--- src/rtl/gpc_pkg.sv ---
package gpc_pkg;
  localparam int unsigned N_PH = 3;
  // synchronized status bits: {en, uv_lo, oc, uv_hi[2:0], lin[2:0], hin[2:0]}
  localparam int unsigned N_SYNC = 3 * N_PH + 3;
endpackage

--- src/rtl/gpc_sync.sv ---
module gpc_sync #(
  parameter int unsigned W = 1
) (
  input  logic         clk_i,
  input  logic         rst_ni,
  input  logic [W-1:0] d_i,
  output logic [W-1:0] q_o
);
  logic [W-1:0] s1_q, s2_q;

  always_ff @(posedge clk_i or negedge rst_ni) begin
    if (!rst_ni) begin
      s1_q <= '0;
      s2_q <= '0;
    end else begin
      s1_q <= d_i;
      s2_q <= s1_q;
    end
  end

  assign q_o = s2_q;
endmodule

--- src/rtl/gpc_min_width.sv ---
module gpc_min_width #(
  parameter int unsigned W    = 6,
  parameter int unsigned FILT = 200
) (
  input  logic         clk_i,
  input  logic         rst_ni,
  input  logic [W-1:0] d_i,
  output logic [W-1:0] q_o
);
  localparam int unsigned CW = $clog2(FILT + 1);

  for (genvar g = 0; g < W; g++) begin : g_bit
    logic [CW-1:0] cnt_q;
    logic          lvl_q;

    // output follows input only after FILT consecutive differing samples
    always_ff @(posedge clk_i or negedge rst_ni) begin
      if (!rst_ni) begin
        cnt_q <= '0;
        lvl_q <= 1'b0;
      end else if (d_i[g] != lvl_q) begin
        if (cnt_q == CW'(FILT - 1)) begin
          lvl_q <= d_i[g];
          cnt_q <= '0;
        end else begin
          cnt_q <= cnt_q + 1'b1;
        end
      end else begin
        cnt_q <= '0;
      end
    end

    assign q_o[g] = lvl_q;
  end
endmodule

--- src/rtl/gpc_fault_ctl.sv ---
module gpc_fault_ctl #(
  parameter int unsigned CLR = 200000
) (
  input  logic clk_i,
  input  logic rst_ni,
  input  logic cause_i,
  output logic hold_o
);
  localparam int unsigned CW = $clog2(CLR + 1);

  logic          hold_q;
  logic [CW-1:0] tmr_q;

  always_ff @(posedge clk_i or negedge rst_ni) begin
    if (!rst_ni) begin
      hold_q <= 1'b0;
      tmr_q  <= '0;
    end else if (cause_i) begin
      hold_q <= 1'b1;
      tmr_q  <= '0;
    end else if (hold_q) begin
      if (tmr_q == CW'(CLR - 1)) begin
        hold_q <= 1'b0;
        tmr_q  <= '0;
      end else begin
        tmr_q <= tmr_q + 1'b1;
      end
    end
  end

  assign hold_o = hold_q;
endmodule

--- src/rtl/gate_prot_core.sv ---
module gate_prot_core
  import gpc_pkg::*;
#(
  parameter int unsigned FILT_CYC = 200,
  parameter int unsigned CLR_CYC  = 200000
) (
  input  logic            clk_i,
  input  logic            rst_ni,
  input  logic [N_PH-1:0] hin_i,
  input  logic [N_PH-1:0] lin_i,
  input  logic            oc_i,
  input  logic            uv_lo_i,
  input  logic [N_PH-1:0] uv_hi_i,
  input  logic            en_i,
  output logic            flt_pull_o,
  output logic [N_PH-1:0] gate_hi_o,
  output logic [N_PH-1:0] gate_lo_o
);
  logic [N_SYNC-1:0] sync_q;
  logic [N_PH-1:0]   hin_s, lin_s, uvh_s, hin_f, lin_f;
  logic              oc_s, uvl_s, en_s, cause, hold, allow;
  logic [N_PH-1:0]   ghi_q, glo_q;

  gpc_sync #(.W(N_SYNC)) i_sync (
    .clk_i  (clk_i),
    .rst_ni (rst_ni),
    .d_i    ({en_i, uv_lo_i, oc_i, uv_hi_i, lin_i, hin_i}),
    .q_o    (sync_q)
  );

  assign {en_s, uvl_s, oc_s, uvh_s, lin_s, hin_s} = sync_q;

  gpc_min_width #(.W(2 * N_PH), .FILT(FILT_CYC)) i_filt (
    .clk_i  (clk_i),
    .rst_ni (rst_ni),
    .d_i    ({lin_s, hin_s}),
    .q_o    ({lin_f, hin_f})
  );

  assign cause = oc_s | uvl_s;

  gpc_fault_ctl #(.CLR(CLR_CYC)) i_fault (
    .clk_i   (clk_i),
    .rst_ni  (rst_ni),
    .cause_i (cause),
    .hold_o  (hold)
  );

  // own pull-down masks the observed enable level
  assign allow = en_s & ~hold & ~cause;

  for (genvar p = 0; p < N_PH; p++) begin : g_ph
    logic ph_ok;
    assign ph_ok = allow & ~uvh_s[p] & ~(hin_f[p] & lin_f[p]);

    always_ff @(posedge clk_i or negedge rst_ni) begin
      if (!rst_ni) begin
        ghi_q[p] <= 1'b0;
        glo_q[p] <= 1'b0;
      end else begin
        ghi_q[p] <= ph_ok & hin_f[p];
        glo_q[p] <= ph_ok & lin_f[p];
      end
    end
  end

  assign gate_hi_o  = ghi_q;
  assign gate_lo_o  = glo_q;
  assign flt_pull_o = hold;
endmodule

--- config.mk ---
export PLATFORM = sky130hd
export DESIGN_NAME = gate_prot_core
export DESIGN_NICKNAME = d
export VERILOG_FILES = /design/src/rtl/gpc_pkg.sv /design/src/rtl/gpc_sync.sv /design/src/rtl/gpc_min_width.sv /design/src/rtl/gpc_fault_ctl.sv /design/src/rtl/gate_prot_core.sv
export SDC_FILE = /design/constraint.sdc
export NUM_CORES = 1
export LEC_CHECK = 0
export BUFFER_PORTS_ARGS = -buffer_cell sky130_fd_sc_hd__buf_2
export CELL_PAD_IN_SITES_DETAIL_PLACEMENT = 1
export CELL_PAD_IN_SITES_GLOBAL_PLACEMENT = 2
export CORE_UTILIZATION = 47
export CTS_BUF_LIST = sky130_fd_sc_hd__clkbuf_2
export CTS_CLUSTER_SIZE = 12
export DETAILED_ROUTE_END_ITERATION = 8
export PLACE_DENSITY_LB_ADDON = 0.1
export SYNTH_ARGS = -nofsm -noshare
export SYNTH_HDL_FRONTEND = slang
export SYNTH_HIERARCHICAL = 1
export SYNTH_SLANG_ARGS = --single-unit
--- constraint.sdc ---
create_clock -name clk_i -period 2.95 [get_ports clk_i]
set_clock_uncertainty 0.15 [all_clocks]
set_input_delay 0.295 -clock clk_i [delete_from_list [all_inputs] [get_ports clk_i]]
set_output_delay 0.295 -clock clk_i [all_outputs]
set_load 0.01 [all_outputs]
==> results of run 1 <==
## state kept, by name, summed over array words and instances, names as in the netlist
| signal | count |
|---|---|
| i_filt/g_bit.lvl_q | 6 |
| gate_lo_o | 3 |
| i_fault/hold_o | 1 |
| i_sync/q_o | 12 |
| i_fault/tmr_q | 18 |
| i_filt/g_bit.cnt_q | 48 |
| gate_hi_o | 3 |
| i_sync/s1_q | 12 |
## placed cells by master, fill, tap and decap left out, drive strengths merged, types with 14 or more instances in the layout
master,n
dfrtp,103
nor2,35
nand3,28
nand2,23
buf,22
xor2,19
a21oi,17
o21ai,17
or3,17
nand4,16
inv,14
## per-layer routing
metal  track usage, %  vias to the layer above  wire length (um)
met4             5.96                        0               119
met5                0                        -                 0
met3             5.36                       10               256
met1             23.4                     1627              4290
li1                 -                     1585                 -
met2             31.4                       36              4280
## layout make-up
cell class,instances,area (um^2)
tap,133,166
sequential,103,2580
fill,1099,4630
multi-input combinational,291,2050
timing repair buffer,35,260
clock inverter,7,45.0
inverter,11,41.3
clock buffer,9,45.0
## logic make-up (layout without fill, tap and decap cells)
family	Yosys count	in the layout	share of synthesized area [%]
compound gates	67	67	9.99
xor+xnor	32	32	5.87
fa+ha+maj	13	13	3.41
buf+inv	24	62	2.96
flops	103	103	54.0
mux	7	7	1.65
simple gates	172	172	22.1
## through the flow
stage	power, mW	worst slack [ps]	util [%]	instances
2_1_floorplan	1.57	950	-	418
3_3_place_gp	1.63	900	50.6	560
3_5_place_dp	1.63	779	50.6	560
4_1_cts	2.25	750	52.9	589
5_1_grt	2.32	667	52.9	589
6_report	2.20	763	52.9	589
## path summary, 6_finish.rpt
kind	depth (start not counted)	slack, ps	startpoint	end
worst max register to register	6	760	i_fault/tmr_q[0]$_DFFE_PN0P_	i_fault/tmr_q[8]$_DFFE_PN0P_
max in group asynchronous	3	1860	rst_ni	i_filt/g_bit[4].cnt_q[3]$_DFF_PN0_
worst min-delay path	2	80	rst_ni	i_filt/g_bit[0].cnt_q[3]$_DFF_PN0_
worst min register to register	0	230	i_sync/s1_q[11]$_DFF_PN0_	i_sync/q_o[11]$_DFF_PN0_
min in group clk_i	2	180	hin_i[1]	i_sync/s1_q[1]$_DFF_PN0_
worst max-delay path	6	760	i_fault/tmr_q[0]$_DFFE_PN0P_	i_fault/tmr_q[8]$_DFFE_PN0P_
## critical path, cell delays in order (launching register included)
cell and delay, ps:
sky130_fd_sc_hd__dfrtp_1 460, sky130_fd_sc_hd__ha_1 210, sky130_fd_sc_hd__inv_1 70, sky130_fd_sc_hd__or3_1 470, sky130_fd_sc_hd__or3_1 350, sky130_fd_sc_hd__nor2b_1 140
sky130_fd_sc_hd__a311oi_1 270
## synthesized netlist by cell type (4+ instances only)
library cell,instances
sky130_fd_sc_hd__ha_1,13
sky130_fd_sc_hd__xor2_1,19
sky130_fd_sc_hd__nor2_1,35
sky130_fd_sc_hd__o21ai_0,17
sky130_fd_sc_hd__dfrtp_1,103
sky130_fd_sc_hd__buf_4,6
sky130_fd_sc_hd__inv_1,11
sky130_fd_sc_hd__nand3_1,25
sky130_fd_sc_hd__nand3b_1,8
sky130_fd_sc_hd__xnor2_1,13
sky130_fd_sc_hd__nand4_1,15
sky130_fd_sc_hd__or3_1,16
sky130_fd_sc_hd__nor3_1,6
sky130_fd_sc_hd__nor4b_4,4
sky130_fd_sc_hd__nor4_1,7
sky130_fd_sc_hd__o31ai_1,6
sky130_fd_sc_hd__a31oi_1,8
sky130_fd_sc_hd__and2_1,8
sky130_fd_sc_hd__mux2_1,4
sky130_fd_sc_hd__nand2_1,23
sky130_fd_sc_hd__a21oi_1,17
## where the power goes
part / leakage, nW / internal (mW) / switching [mW]
Clock: 0.0643 / 0.114 / 0.465
Sequential: 1.36 / 1.45 / 0.0387
Combinational: 0.724 / 0.0527 / 0.0743
Total: 2.15 / 1.62 / 0.578
==> impl.org, run 1 <==
** Placement
- Quantity of I/O buffers inserted on ports :: 20
- Last weighted congestion value of the routability-driven placer :: around 0.76
- Summed over all nets, the half-perimeter wirelength after detailed placement is about 6300 um.
- The placed instances occupy a cell area of slightly below 5000 um^2.

** Global route
- The total overflow left after global routing is 0.
- GR Util All Layers :: 18.7%
- The via count of the first global-routing pass came to about 3300.
- Number of antenna violations at the first check in global routing :: 0
- Pin count of the biggest net entering global routing :: 56
- First-pass GRT wire length :: about 15000 um

** Logic synthesis
- Counting flops with a built-in enable in the synthesized netlist gives 0.
- Syn avg cell area :: ~11 um^2
- For this run, the number of Yosys warnings is 6.
- Count of mapped cells out of synthesis :: 418
- The largest total area in the synthesized netlist belongs to sky130_fd_sc_hd__dfrtp_1.
- Synthesized cell area :: 4770 um^2
- After synthesis, the largest area contributor takes up 54.0% of total cell area.
- Synthesis inferred 103 register bits.
- Ranked by total cell area, the synthesized netlist is headed by sky130_fd_sc_hd__dfrtp_1, sky130_fd_sc_hd__xor2_1, sky130_fd_sc_hd__ha_1.
- For this run, the register share of the synthesized area comes to a little over half.
- Nets in the synthesized netlist :: about 450
- Unique masters post-synth :: between 50 and 60
- In the synthesized netlist the async set-or-reset flop fraction comes to 100%.
- Most used flip-flop cell after synthesis :: sky130_fd_sc_hd__dfrtp_1

** Clock tree
- In this run the post-CTS setup repair buffer count came out at 0.
- The tree built by TritonCTS fans out to 103 sinks.
- Root Buffer Master :: sky130_fd_sc_hd__clkbuf_2
- The longest clock path from root to sink contains 2 buffers.
- Clock buffers created by TritonCTS :: 9
- Clock transition at path regs :: 260 ps
- Count of hold-fix buffers inserted at cts :: 13
- Number of gates resized after CTS :: 0
- TritonCTS built the clock tree.
- In this run the number of H-tree levels came out at 3.
- The later pin in the worst-skew pair is clocked with a latency of roughly 580 ps.

** Timing
- Max Fclk :: 457 MHz
- The number of hold violations in the final report came to 0.
- RSZ-0062 raised after global routing :: false
- The worst path uses between 70 and 80% of the clock period.
- Headroom to the max-slew limit came out at 56.8%.
- Setup violations remaining at the end of the flow were counted as 0.
- The smallest clock period supported by the final layout is computed as 2190 ps.
- In the final timing run, aggregate negative setup slack is 0 ps.
- The final-report max-slew violation count came to 0.
- At the pin with the least slew margin, the transition time is roughly 640 ps.
- Hold timing on the final database bottoms out at a slack of 76.3 ps.

** Route
- DRC errors left :: 0
- Via count :: approximately 3300
- Drt first-iter violations :: between 50 and 60
- Once detail routing completed, the nets flagged for antenna violations numbered 0.
- Total detailed-routing wirelength :: approximately 8900 um
- In the final routed layout, each cell accounts on average for 15.2 um.
- In the routed layout, each cell is associated on average with a via count of around 5.5.
- The pre-antenna-repair detailed-routing pass consisted of 4 iterations.

** Power and ir drop
- Static Leakage :: around 2.2 nW
- Power density cells :: between 400 and 500 nW/um^2
- Worst IR Drop VDD :: 0.257 mV

** Worst setup path
- Crit path required time :: around 3300 ps
- Critical path type :: reg2reg
- Along the worst path, the maximum fanout reaches 7.
- Setup crit start kind :: flip-flop
- Arrival time worst endpoint :: 2550 ps
- STA classifies the critical path endpoint as a flip-flop.

** Outcome
- The flow ran to the end, and the final reports show no timing, DRC or antenna violations.

** Finish
- Area grow syn2layout :: 8.73%
- Layout cells sized above 1 :: 12.9%
- The number of antenna diodes in the final layout is 0.
- Summing all non-filler instances in the final layout gives an area of a little over 5000 um^2.
- The net count of the finished layout is 478.

** Hold path
- Worst hold path class :: in2async

** Die
- Die outline width :: around 100 um
- Initial core utilization :: between 40% and 50%
- The die covers ~11000 um^2.
- Ports :: 21
- Total number of placement rows :: 36
- Die H :: between 100 and 150 um
- The region available for standard cell placement spans 9820 um^2.

** Run
- Max-cap violations in this run came to 0.
No activity file was read; power rests on OpenSTA's default activity.
==> run 2: changes to the inputs <==
--- a/config.mk
+++ b/config.mk
@@ -8,7 +8,7 @@
 export BUFFER_PORTS_ARGS = -buffer_cell sky130_fd_sc_hd__buf_2
 export CELL_PAD_IN_SITES_DETAIL_PLACEMENT = 1
 export CELL_PAD_IN_SITES_GLOBAL_PLACEMENT = 2
-export CORE_UTILIZATION = 47
+export CORE_UTILIZATION = 43
 export CTS_BUF_LIST = sky130_fd_sc_hd__clkbuf_2
 export CTS_CLUSTER_SIZE = 12
 export DETAILED_ROUTE_END_ITERATION = 8
==> constraint.sdc (replaced) <==
create_clock -name clk_i -period 2.1 [get_ports clk_i]
set_clock_uncertainty 0.15 [all_clocks]
set_input_delay 0.21 -clock clk_i [delete_from_list [all_inputs] [get_ports clk_i]]
set_output_delay 0.21 -clock clk_i [all_outputs]
set_load 0.01 [all_outputs]
==> run 2 against run 1 <==
Net effect: worst setup slack got worse by 700 ps; cell area up 4.1%; largest power group unchanged; critical endpoint unchanged; register-to-register slack worse by 700 ps; power up 56%; first-iteration DRC count grew 89%; routed wire length is 4.8% higher; critical path depth is the same; sequential power is 41% higher; core utilization is 3.0 points lower.
==> impl.org, run 2 (same netlist as run 1, synthesis figures left out) <==
** Die
- The total I/O pin count is 21 (unchanged).
- The area of the core region came to 10800 um^2 (+10%).
- The row count was 38 (+5.6%).
- The area enclosed by the die boundary came to 11500 um^2 (+9.1%).
- Die H :: 107 um (+4.5%)
- Initial core utilization :: 44.0% (-4.6 points)
- The die width is 107 um (+4.5%).

** Worst setup path
- STA classifies the critical path endpoint as a flip-flop.
- The number of cells on the worst reg-to-reg path was 6 (unchanged).
- STA classifies the critical path startpoint as a flip-flop.
- The worst-path maximum fanout came to 4 (-3).
- Beginning of the worst register-to-register path :: i_fault/tmr_q[0]$_DFFE_PN0P_
- RR Endpoint :: i_fault/tmr_q[8]$_DFFE_PN0P_
- Crit path required time :: 2440 ps (-870 ps)
- Setup slack on the worst flop-to-flop path :: 70 ps (-700 ps)
- The data arrival at the endpoint of the critical path came to 2370 ps (-180 ps).
- Critical path type :: reg2reg

** Power and ir drop
- The worst-case vdd ir drop came to 0.714 mV (+180%).
- The power density over the cells was 636 nW/um^2 (+50%).
- Static Leakage :: 2.25 nW (+4.4%)
- The sum of internal, switching and leakage power was 3.44 mW (+56%).

** Route
- Total detailed-routing wirelength :: 9370 um (+4.8%)
- The via count of the routed design was 3303 (+1.4%).
- The number of nets with antenna violations after detailed routing was 0 (unchanged).
- The detailed-router iteration count before antenna repair came to 5 (+1).
- The via density per instance came to 5.41 (-2.3%).
- The met3 layer wire length in the routed design was 245 um (-4.3%).
- Routed len/inst :: 15.3 um (+1.1%)
- Max layer used :: met4
- The number of design-rule violations left by the first detailed-router iteration was 104 (+89%).
- Detailed-routing wirelength on met1 :: 4370 um (+1.7%)
- DRC errors left :: 0 (unchanged)
- Met2 wire len :: 4630 um (+8.3%)

** Clock tree
- The clock net sink count was 103 (unchanged).
- Clock buffers created by TritonCTS :: 9 (unchanged)
- H-tree Lvls :: 3 (unchanged)
- CTS tree :: built
- Clock latency on the worst-skew pair :: 580 ps (about the same)
- The clock transition at the registers of the reported paths is 260 ps (about the same).
- The tree is rooted in a sky130_fd_sc_hd__clkbuf_2.
- Maximum clock path buffer count :: 2 (unchanged)

** Placement
- Quantity of I/O buffers inserted on ports :: 20 (unchanged)
- The detailed placement HPWL was 6370 um (+1.1%).
- Last weighted congestion value of the routability-driven placer :: 0.743 (-2.1%)
- The cell count after placement is 574 (+2.5%).
- The total cell area at the placement stage is 5030 um^2 (+1.2%).
- The pre-CTS worst setup slack is 65.6 ps (-714 ps).

** Timing
- The final critical-path setup slack came to 67.4 ps (-696 ps).
- The normalized max-slew margin is 50.6% (-6.2 points).
- Slew at the pin with the worst max-slew slack :: 733 ps (+92.1 ps)
- Crit share post-route :: 96.8% (+23 points)
- Final number of hold-violating endpoints :: 0 (unchanged)
- The time the final worst path needs with I/O delays and setup was 2030 ps (-154 ps).
- The number of setup violations in the final report came to 0 (unchanged).
- The highest attainable clock frequency came to 492 MHz (+7.6%).
- The final-report max-slew violation count came to 0 (unchanged).

** Finish
- Area grow syn2layout :: 13.2%
- The ratio of cells with drive above 1 in the final layout is 14.4% (+1.5 points).
- Net count reported at finish :: 493 (+3.1%)
- The antenna diode instance count is 0 (unchanged).
- Post-Route Utilization :: 49.9% (-3.0 points)
- Cell Count, Final, Fillers Out :: 611 (+3.7%)
- The library cells used most frequently in the layout, excluding fill and tap cells, are sky130_fd_sc_hd__dfrtp_1, sky130_fd_sc_hd__nor2_1, sky130_fd_sc_hd__nand3_1.
- The register area came to 2580 um^2 (unchanged).
- More flip-flops sit in one register than any other, and that register is i_filt/g_bit.cnt_q.
- The flip-flop count of the largest register, all copies and words added is 48 (unchanged).
- Registers with the most flip-flops :: i_filt/g_bit.cnt_q: 48 flops, i_fault/tmr_q: 18 flops
- The final instance area was 5410 um^2 (+4.1%).
- Leading cell type in the layout, fill and taps excluded :: sky130_fd_sc_hd__dfrtp_1
- Number of inserted filler cells in the final layout :: 1165 (+6.0%)
- Multi-input combinational cell area :: 2070 um^2 (+0.61%)

** Global route
- Via count of the first global-routing pass :: 3389 (+4.0%)
- The global route total overflow is 0 (unchanged).
- The wire length of the first global-routing pass is 16000 um (+5.8%).
- The overall track demand over capacity in global routing is 17.9% (-0.81 points).
- Number of antenna violations at the first check in global routing :: 0 (unchanged)
- The pin count of the biggest net entering global routing is 104 (+86%).

** Hold path
- Sink of the worst hold path :: i_sync/s1_q[4]$_DFF_PN0_
- The worst hold path passes through 2 cells.
- Source of the worst hold timing path :: lin_i[1]
- Worst hold path class :: in2reg

** Outcome
- The flow ran to the end, and the final reports show no timing, DRC or antenna violations.

** Run
- Max Cap Violations :: 0 (unchanged)
[run 2: how the worst max path moves through the flow]
stage	start	to	slack (ps)	cells past startpoint
after global routing	i_fault/tmr_q[0]$_DFFE_PN0P_	i_fault/tmr_q[12]$_DFFE_PN0P_	-20	6
after floorplan	i_fault/tmr_q[0]$_DFFE_PN0P_	i_fault/tmr_q[8]$_DFFE_PN0P_	100	7
after CTS	i_fault/tmr_q[0]$_DFFE_PN0P_	i_fault/tmr_q[8]$_DFFE_PN0P_	9	6
after detailed placement	i_fault/tmr_q[0]$_DFFE_PN0P_	i_fault/tmr_q[8]$_DFFE_PN0P_	70	6
final	i_fault/tmr_q[0]$_DFFE_PN0P_	i_fault/tmr_q[8]$_DFFE_PN0P_	70	6
after global placement	i_fault/tmr_q[0]$_DFFE_PN0P_	i_fault/tmr_q[8]$_DFFE_PN0P_	140	6
[run 2: routing by layer]
metal / GRT usage (%) / up-vias
li1: - / 1610
met1: 22.0 / 1650
met2: 30.4 / 33
met3: 5.45 / 10
met4: 4.99 / 0
met5: 0 / -
[run 2: layout make-up]
class / count / area share, %
well taps: 140 / 3.24
multi-input cells: 291 / 38.2
inverters: 11 / 0.764
clock buffers: 9 / 0.833
repair buffers: 50 / 7.18
flip-flops and latches: 103 / 47.7
clock inverters: 7 / 2.06
[run 2: stage by stage]
step,TNS [ps],hold WS (ps)
finish,0,105
global route,-34.1,-5.60
CTS,0,13.2
detailed placement,0,170
global placement,0,167
floorplan,0,-236
[run 2: repair_timing]
item / 4_1_cts / 5_1_grt
hold buffers: 14 / 5
endpoints found under the hold margin: 115 / 5
setup buffers: 0 / 2
gates resized for setup: 0 / 2
endpoints found under the setup margin: 0 / 3
[run 2: critical path: stages, from the launching register on]
cell                       delay (ps)
sky130_fd_sc_hd__dfrtp_1          490
sky130_fd_sc_hd__ha_4             170
sky130_fd_sc_hd__inv_1             60
sky130_fd_sc_hd__or3_1            380
sky130_fd_sc_hd__or3_1            330
sky130_fd_sc_hd__nor2b_1          140
sky130_fd_sc_hd__a311oi_1         230
[run 2: report_power, final]
group / switching [mW] / total [mW] / internal [mW]
clock network: 0.645 / 1.15 / 0.505
registers: 0.0560 / 2.10 / 2.04
logic: 0.105 / 0.189 / 0.0841
==> run 3: changes to the inputs <==
--- a/config.mk
+++ b/config.mk
@@ -13,6 +13,7 @@
 export CTS_CLUSTER_SIZE = 12
 export DETAILED_ROUTE_END_ITERATION = 8
 export PLACE_DENSITY_LB_ADDON = 0.1
+export RECOVER_POWER = 50
 export SYNTH_ARGS = -nofsm -noshare
 export SYNTH_HDL_FRONTEND = slang
 export SYNTH_HIERARCHICAL = 1
==> run 3 against run 2 <==
Net effect: combinational power about the same; count of clock-buffer cells in the layout unchanged; via count unchanged; sequential power about the same; critical path type unchanged; critical path depth stayed put; largest cell class unchanged; first-iteration DRC count stayed put.
==> impl.org, run 3 (same netlist as run 1, synthesis figures left out) <==
** Die
- Initial core utilization :: 44.0% (unchanged)
- The area enclosed by the die boundary came to 11500 um^2 (unchanged).
- The area of the core region was 10800 um^2 (unchanged).
- The floorplan die height was 107 um (unchanged).
- The die width came to 107 um (unchanged).
- Total number of placement rows :: 38 (unchanged)
- The total I/O pin count was 21 (unchanged).

** Clock tree
- TritonCTS built the clock tree.
- Clock buffers created by TritonCTS :: 9 (unchanged)
- Maximum clock path buffer count :: 2 (unchanged)
- The clock net sink count was 103 (unchanged).
- The root buffer cell chosen for the clock tree is sky130_fd_sc_hd__clkbuf_2.
- The deepest level of the CTS H-tree was 3 (unchanged).
- The clock transition at the registers of the reported paths is 260 ps (about the same).
- The latest clock arrival within the worst-skew pair is 580 ps (about the same).

** Power and ir drop
- The static leakage power came to 2.24 nW (-0.28%).
- The share of power burned in combinational logic came to 5.4% (about the same).
- The power density over the cells came to 636 nW/um^2 (about the same).
- Reg power frac :: 61.1% (about the same)
- Clock power share :: 33.5% (about the same)
- The internal power component was 2.63 mW (about the same).
- The switching share of power is 23.5% (about the same).
- Worst IR Drop VDD :: 0.714 mV (about the same)
- Net Sw Power :: 0.805 mW (about the same)

** Worst setup path
- Crit end category :: flip-flop
- The critical path is of the reg2reg type.
- Arrival time worst endpoint :: 2370 ps (about the same)
- The worst setup path is launched from a flip-flop.
- The data required time at the worst endpoint is 2440 ps (about the same).
- Worst r2r path cells :: 6 (unchanged)
- The worst-path maximum fanout is 4 (unchanged).
- The worst register-to-register path begins at i_fault/tmr_q[0]$_DFFE_PN0P_.
- Worst setup startpoint :: i_fault/tmr_q[0]$_DFFE_PN0P_

** Timing
- Count of endpoints failing setup in the final report :: 0 (unchanged)
- Final hold slack :: 105 ps (-0.00900 ps)
- Final number of hold-violating endpoints :: 0 (unchanged)
- The final-report max-slew violation count is 0 (unchanged).
- Crit share post-route :: 96.8% (about the same)
- Fin crit period :: 2030 ps (-0.000300 ps)
- The final-layout setup total negative slack is 0 ps (unchanged).
- Slew at the pin with the worst max-slew slack :: 943 ps (+211 ps)
- Max Fclk :: 492 MHz (unchanged)
- The normalized max-slew margin came to 37.1% (-14 points).

** Finish
- Flip-flop count of the largest register after layout :: 48 (unchanged)
- The area growth from synthesis to layout is 13.1%.
- N_diodes :: 0 (unchanged)
- The net count reported at finish came to 493 (unchanged).
- The final instance area came to 5400 um^2 (-0.16%).
- The largest registers in the layout are i_filt/g_bit.cnt_q: 48 flops, i_fault/tmr_q: 18 flops.
- More flip-flops sit in one register than any other, and that register is i_filt/g_bit.cnt_q.
- The ratio of cells with drive above 1 in the final layout came to 14.4% (unchanged).
- The library cells used most frequently in the layout, excluding fill and tap cells, are sky130_fd_sc_hd__dfrtp_1, sky130_fd_sc_hd__nor2_1, sky130_fd_sc_hd__nand3_1.
- Number of inserted filler cells in the final layout :: 1165 (unchanged)
- Leading cell type in the layout, fill and taps excluded :: sky130_fd_sc_hd__dfrtp_1
- Cell Count, Final, Fillers Out :: 611 (unchanged)

** Hold path
- Worst hold path depth :: 2 (unchanged)
- The path class of the tightest hold or removal check is in2reg.
- Source of the worst hold timing path :: lin_i[1]

** Placement
- The detailed placement HPWL was 6370 um (unchanged).
- Number of placed instances with taps included :: 574 (unchanged)
- The final estimated routing congestion in global placement was 0.743 (unchanged).
- Quantity of I/O buffers inserted on ports :: 20 (unchanged)
- Placement-stage cell area :: 5030 um^2 (unchanged)

** Global route
- The via count of the first global-routing pass was 3389 (unchanged).
- The global routing stage identified its most utilized layer as met2.
- GR Util All Layers :: 17.9% (unchanged)
- Met2 GRT Util :: 30.4% (unchanged)
- The global route total overflow was 0 (unchanged).
- First-pass GRT wire length :: 16000 um (unchanged)
- Number of antenna violations at the first check in global routing :: 0 (unchanged)
- The global routing usage on met3 is 5.45% (unchanged).
- Pin count of the biggest net entering global routing :: 104 (unchanged)
- Global routing met1 resource utilization :: 22.0% (unchanged)

** Outcome
- The run finished with clean final reports.

** Route
- The final wirelength was 9370 um (about the same).
- The number of design-rule violations left by the first detailed-router iteration was 104 (unchanged).
- Router iterations before antenna repair :: 5 (unchanged)
- DRC errors left :: 0 (unchanged)
- Via count :: 3303 (unchanged)
- Routed len/inst :: 15.3 um (about the same)
- Residual antenna-violating net count after detailed routing :: 0 (unchanged)
- Via density per instance :: 5.41 (unchanged)

** Run
- The number of maximum-capacitance violations came to 0 (unchanged).
run 3: cell count changes in the layout (fill, tap and decap cells not counted):
cell	previous run	this run
sky130_fd_sc_hd__clkbuf_4	0	1
sky130_fd_sc_hd__buf_4	11	10
sky130_fd_sc_hd__and2_0	0	3
sky130_fd_sc_hd__buf_6	0	1
sky130_fd_sc_hd__and2_1	8	5
sky130_fd_sc_hd__buf_12	1	0
run 3: layer usage:
layer	share of wire (%)	routed length (um)
met5	0	0
met4	1.4	133
met3	2.6	245
met2	49	4630
met1	47	4370
run 3: worst paths after layout:
kind / to / slack, ps
setup / recovery: i_fault/tmr_q[8]$_DFFE_PN0P_ / 70
hold / removal: i_sync/s1_q[4]$_DFF_PN0_ / 110
setup reg to reg: i_fault/tmr_q[8]$_DFFE_PN0P_ / 70
hold reg to reg: i_sync/q_o[10]$_DFF_PN0_ / 230
max in group asynchronous: gate_lo_o[1]$_DFF_PN0_ / 400
min in group asynchronous: i_filt/g_bit[0].cnt_q[0]$_DFF_PN0_ / 740
run 3: critical path, stage by stage (launching register included):
cell and delay [ps]:
sky130_fd_sc_hd__dfrtp_1 490, sky130_fd_sc_hd__ha_4 170, sky130_fd_sc_hd__inv_1 60, sky130_fd_sc_hd__or3_1 380
sky130_fd_sc_hd__or3_1 330, sky130_fd_sc_hd__nor2b_1 140, sky130_fd_sc_hd__a311oi_1 230
run 3: power by group through the flow:
stage | Combinational, mW | Clock (mW) | Sequential [mW]
final | 0.186 | 1.15 | 2.10
after global routing | 0.217 | 1.30 | 2.11
after CTS | 0.185 | 1.22 | 2.10
after detailed placement | 0.165 | 0 | 2.13
after global placement | 0.161 | 0 | 2.13
after floorplan | 0.0868 | 0 | 2.12
run 3: cell type report:
cell class / instances / area (um^2) / area share (%)
tap: 140 / 175 / 3.25
clock buffer: 9 / 45.0 / 0.835
inverter: 11 / 41.3 / 0.765
timing repair buffer: 50 / 379 / 7.03
sequential: 103 / 2580 / 47.8
multi-input combinational: 291 / 2070 / 38.3
clock inverter: 7 / 111 / 2.06
run 3: through the flow:
| step | utilization (%) | power, mW | setup slack [ps] |
|---|---|---|---|
| after floorplan | - | 2.20 | 100 |
| after global placement | 46.4 | 2.29 | 139 |
| after detailed placement | 46.4 | 2.30 | 65.6 |
| after CTS | 49.1 | 3.50 | 8.70 |
| after global routing | 49.8 | 3.63 | -21.8 |
| final | 49.8 | 3.43 | 67.4 |
run 3: what timing repair did:
action                                  in CTS  in global routing
endpoints found under the hold margin      115                  5
setup buffers                                0                  2
endpoints found under the setup margin       0                  3
gates resized for setup                      0                  2
hold buffers                                14                  5
